$ cat config.mk
export PLATFORM = sky130hd
export DESIGN_NAME = seg_addr_gen
export DESIGN_NICKNAME = d
export VERILOG_FILES = /design/src/rtl/seg_addr_gen.sv
export SDC_FILE = /design/constraint.sdc
export NUM_CORES = 1
export LEC_CHECK = 0
export BUFFER_PORTS_ARGS = -buffer_cell sky130_fd_sc_hd__buf_2
export CAP_MARGIN = 40
export CORE_AREA = 2 2 197 199
export CTS_CLUSTER_DIAMETER = 50
export CTS_CLUSTER_SIZE = 28
export DETAILED_ROUTE_END_ITERATION = 7
export DIE_AREA = 0 0 199 201
export GPL_TIMING_DRIVEN = 0
export PLACE_DENSITY = 0.91
export SLEW_MARGIN = 10
export SYNTH_ARGS = -nofsm -noshare
export SYNTH_HDL_FRONTEND = slang
export SYNTH_SLANG_ARGS = --single-unit
$ cat constraint.sdc
create_clock -name clk -period 5.75 [get_ports clk]
set_input_delay 1.725 -clock clk [delete_from_list [all_inputs] [get_ports clk]]
set_output_delay 1.725 -clock clk [all_outputs]
set_load 0.03 [all_outputs]
$ cat src/rtl/seg_addr_gen.sv
module seg_addr_gen #(
  parameter int AW   = 32,
  parameter int NSEG = 6
) (
  input  logic          clk,
  input  logic          rst_n,
  input  logic          req_valid,
  input  logic          use_base,
  input  logic [AW-1:0] base_val,
  input  logic          use_index,
  input  logic [AW-1:0] index_val,
  input  logic [1:0]    scale_code,
  input  logic          use_disp,
  input  logic          disp_wide,
  input  logic [AW-1:0] disp_val,
  input  logic [2:0]    seg_sel,
  input  logic          wr_en,
  input  logic [2:0]    wr_slot,
  input  logic [AW-1:0] wr_base,
  input  logic [AW-1:0] wr_limit,
  output logic          rsp_valid,
  output logic [AW-1:0] lin_addr,
  output logic          limit_fault
);
  logic [AW-1:0] seg_base [NSEG];
  logic [AW-1:0] seg_lim  [NSEG];

  genvar g;
  generate
    for (g = 0; g < NSEG; g++) begin : g_slot
      always_ff @(posedge clk or negedge rst_n) begin
        if (!rst_n) begin
          seg_base[g] <= '0;
          seg_lim[g]  <= '1;
        end else if (wr_en && wr_slot == 3'(g)) begin
          seg_base[g] <= wr_base;
          seg_lim[g]  <= wr_limit;
        end
      end
    end
  endgenerate

  logic [AW-1:0] disp_ext, scaled, offset, cur_base, cur_lim;
  logic          sel_ok;

  assign disp_ext = disp_wide ? disp_val : {{(AW-8){disp_val[7]}}, disp_val[7:0]};
  assign scaled   = index_val << scale_code;
  assign offset   = (use_base ? base_val : '0)
                  + (use_index ? scaled : '0)
                  + (use_disp ? disp_ext : '0);

  always_comb begin
    sel_ok   = 1'b0;
    cur_base = '0;
    cur_lim  = '0;
    for (int i = 0; i < NSEG; i++) begin
      if (seg_sel == 3'(i)) begin
        sel_ok   = 1'b1;
        cur_base = seg_base[i];
        cur_lim  = seg_lim[i];
      end
    end
  end

  always_ff @(posedge clk or negedge rst_n) begin
    if (!rst_n) begin
      rsp_valid   <= 1'b0;
      lin_addr    <= '0;
      limit_fault <= 1'b0;
    end else begin
      rsp_valid <= req_valid;
      if (req_valid) begin
        lin_addr    <= cur_base + offset;
        limit_fault <= !sel_ok || (offset > cur_lim);
      end
    end
  end

  a_r6_valid_delay: assert property (@(posedge clk) disable iff (!rst_n)
    req_valid |=> rsp_valid);
  a_r6_no_spurious: assert property (@(posedge clk) disable iff (!rst_n)
    !req_valid |=> !rsp_valid);
  a_r6_hold: assert property (@(posedge clk) disable iff (!rst_n)
    !req_valid |=> ($stable(lin_addr) && $stable(limit_fault)));
  a_r9_bad_slot: assert property (@(posedge clk) disable iff (!rst_n)
    (req_valid && seg_sel >= 3'(NSEG)) |=> limit_fault);
  a_r5_flat_ok: assert property (@(posedge clk) disable iff (!rst_n)
    (req_valid && sel_ok && cur_lim == '1) |=> !limit_fault);
  a_r8_write_lands: assert property (@(posedge clk) disable iff (!rst_n)
    (wr_en && wr_slot == 3'd0) |=> (seg_base[0] == $past(wr_base)));
endmodule

==> impl_metrics.csv <==
group,metric,value,unit
run_status,outcome,"finished with violations",
run_status,violations,"negative setup slack",
detailed_routing,wire_per_inst,27.5,µm
logic_synthesis,syn-num-nets,2344,
clock_tree,cts_tree,"built",
sta,report.final.hold_viol_count,0,
pwr,power_density,398,nW/µm²
logic_synthesis,synthTopCellsByArea,"dfrtp_1 (23%), dfstp_2 (21%), mux2_2 (21%)",
sta,drv_slew,0,
worst_setup_path,critPathCaptureType,"register",
clock_tree,numCtsBuffers,38,
finish,nFillCells,2051,
logic_synthesis,ys_async_sr_fraction,100,%
logic_synthesis,netlist.area_leader.share,23.2,%
worst_setup_path,startpoint_type,"input pin",
floorplanning,start_util,63.9,%
worst_setup_path,path_class,"input pin to register",
detailed_routing,vias,20146,
detailed_routing,postRouteAntennaNets,0,
logic_synthesis,ys_types,68,
sta,relSlewSlack,34.6,%
worst_setup_path,required,6.20,ns
worst_setup_path,crit_top_cell,"a21o_1",
logic_synthesis,synth-edff-count,0,
logic_synthesis,synthesis.instances,2042,
worst_setup_path,cp.arrival,7.43,ns
sta,max_freq,143,MHz
detailed_routing,remaining_drc_errors,0,
detailed_routing,dr.pass1.iters,7,
finish,fin_util,78.6,%
clock_tree,clock-sinks,418,
worst_setup_path,worst-path-stages,29,
sta,fin_crit_sh,121,%
floorplanning,dieArea,40000,µm²
global_route,grt_usage,37.3,%
clock_tree,clock_latency,0.60,ns
logic_synthesis,seq_area_frac_synth,43.9,%
finish,syn2layout_area_growth,23.0,%
placement,detailed_place_hpwl,52000,µm
worst_setup_path,timing.rr.end,"lin_addr[18]",
floorplanning,die_w,199,µm
sta,max_slew.worst_pin.slew,0.981,ns
finish,fin_cells,2955,
sta,skew,0.0280,ns
floorplanning,die_y,201,µm
logic_synthesis,synth-seq-cells,418,
worst_setup_path,cp.buffers_inverters,5,
global_route,grt_antenna_before_repair,10,
floorplanning,core,38100,µm²
clock_tree,cts_max_path_buffers,3,
logic_synthesis,yosys_warnings,0,
clock_tree,ctsHoldBuffers,0,
global_route,grt_pass1_wl,113000,µm
worst_setup_path,timing.rr.start,"seg_base[160]",
worst_setup_path,endpoint,"limit_fault",
logic_synthesis,synth.largest_area_cell,"dfrtp_1",
clock_tree,root_buffer,"clkbuf_16",
detailed_routing,dr.first_iter.drc_count,2124,
finish,layout.nets,2695,
logic_synthesis,netlist_area,24400,µm²
worst_setup_path,startpoint,"use_index",
placement,placed_cells,2779,
global_route,grt_pass1_vias,20060,
pwr,p_leak,13.0,nW
worst_setup_path,rrSetupSlack,1.55,ns
pwr,irDropWorstVdd,0.320,mV
detailed_routing,via_per_inst,6.82,
global_route,grt_max_degree,120,
finish,drive_gt1_share,52.2,%
worst_setup_path,slowest_delay,0.48,ns
job,drv_cap,0,
worst_setup_path,critPathMaxFanout,10,
floorplanning,fp-row-count,72,
global_route,overflow,0,
sta,final-setup-viol-count,26,
floorplanning,ioPinCount,210,
clock_tree,htreeDepth,2,
worst_setup_path,cpLargestDelayFamily,"compound AO/OA/AOI/OAI gates",
placement,gp_congestion,0.969,
worst_setup_path,cp_slowest_cell,"fa_1",
logic_synthesis,syn_area_per_cell,11.9,µm²
placement,io_buffer_count,204,
detailed_routing,wirelength,81300,µm
sta,fin_crit,6.98,ns
logic_synthesis,synth_ff_type,"dfrtp_1",
sta,rsz0062_at_grt,"true",
hold_path,hold_path.class,"register to register",
sta,final.setup.worst_slack,-1.23,ns
worst_setup_path,ff2ff_path_depth,17,
clock_tree,cts.clk_slew.worst_paths,0.07,ns
power by group:
group | internal, mW | switching (mW) | leakage (nW)
combinational | 2.21 | 2.62 | 7.59
clock | 1.42 | 1.35 | 0.655
sequential | 3.87 | 0.454 | 4.72
total | 7.50 | 4.42 | 13.0
registers in the layout (all words and copies together), names as in the netlist:
register	cells
limit_fault	1
lin_addr	32
rsp_valid	1
seg_base	192
seg_lim	192
cells in the mapped netlist (all sizes together) (4+ instances only):
cell    instances
buf            21
nand2         127
o21ai          81
ha             93
dfrtp         226
and3            9
a222oi         20
xnor2          37
nor2           62
clkbuf         95
dfstp         192
o21a           10
xor2           15
a31oi           9
mux2          444
o21bai         12
fa             33
a21o           32
inv            78
nor2b          22
o221ai         11
a22oi          19
nand3          17
a211oi          8
or2             4
mux4           43
o22ai          18
o31ai           6
and2           40
a21oi          98
mux2i          79
nand4          13
nor3           14
nand2b          8
layer usage:
layer	up-vias	track usage, %	share of wire [%]
met4	2	21.2	7.8
met5	-	0	0.014
li1	8168	-	-
met3	454	7.86	9.9
met2	1402	60.1	47
met1	10120	46.7	35
placed cells by master (no fill, tap or decap), types with 15 or more instances in the layout:
cell type	n
mux2_2	431
dfrtp_1	226
buf_2	203
dfstp_2	192
nand2_1	114
clkbuf_1	79
buf_4	79
mux2i_1	78
inv_1	72
a21oi_1	70
o21ai_0	66
ha_1	63
nor2_1	57
mux4_2	43
and2_1	39
clkbuf_16	39
fa_1	31
a21o_1	30
ha_4	25
a21oi_2	23
a222oi_1	20
buf_6	20
nor2b_1	19
a22oi_1	18
o22ai_1	18
xnor2_1	18
xnor2_2	15
stage by stage:
stage / instance area, µm² / power [mW] / hold WS, ns / TNS (ns) / setup slack (ns)
6_report: 30000 / 11.9 / 0.504 / -16.02 / -1.23
5_1_grt: 29900 / 12.3 / 0.515 / -18.59 / -1.31
4_1_cts: 28900 / 11.0 / 0.501 / -10.97 / -0.855
3_5_place_dp: 26500 / 7.90 / 0.485 / -38.32 / -2.32
3_3_place_gp: 26200 / 7.65 / 0.465 / -1425.55 / -4.48
2_1_floorplan: 24600 / 6.74 / 0.474 / -11.12 / -1.09
worst min path at each step:
stage	startpoint	endpoint	slack, ns	depth (start not counted)
finish	lin_addr[1]	lin_addr[1]	0.50	2
global route	seg_base[6]	seg_base[6]	0.52	1
CTS	lin_addr[1]	lin_addr[1]	0.50	2
detailed placement	lin_addr[1]	lin_addr[1]	0.48	2
global placement	lin_addr[1]	lin_addr[1]	0.46	2
floorplan	seg_base[31]	seg_base[31]	0.47	1
cell type report:
class | count | area, µm² | area share (%)
well taps | 518 | 648 | 2.16
flip-flops and latches | 418 | 10700 | 35.7
repair buffers | 313 | 2090 | 6.96
clock inverters | 29 | 363 | 1.21
diodes | 14 | 35.0 | 0.117
plain buffers | 114 | 543 | 1.81
inverters | 78 | 293 | 0.977
multi-input cells | 1430 | 14300 | 47.8
clock buffers | 41 | 982 | 3.28
cell families (layout without fill, tap and decap cells):
group	Yosys count	after routing	synth area share, %
DFF	418	418	43.9
AOI/OAI and AO/OA	354	354	9.40
muxes	566	566	27.7
other	0	14	0
and+or+nand+nor	331	331	6.50
adders and majority gates	126	126	7.49
xor gates and xnor gates	53	53	1.96
buffers and inverters	194	575	2.99
tightest hold or removal path: stages, from the launching register on:
cell,delay (ns)
dfrtp_1,0.36
nand2_1,0.05
o21ai_0,0.06
what timing repair did:
item | in CTS | in global routing
gates cloned | 1 | 0
pin swaps | 66 | 84
gates resized for setup | 122 | 138
setup endpoints to repair | 25 | 26
buffers inserted | 55 | 44
(Power assumes the default switching activity.)
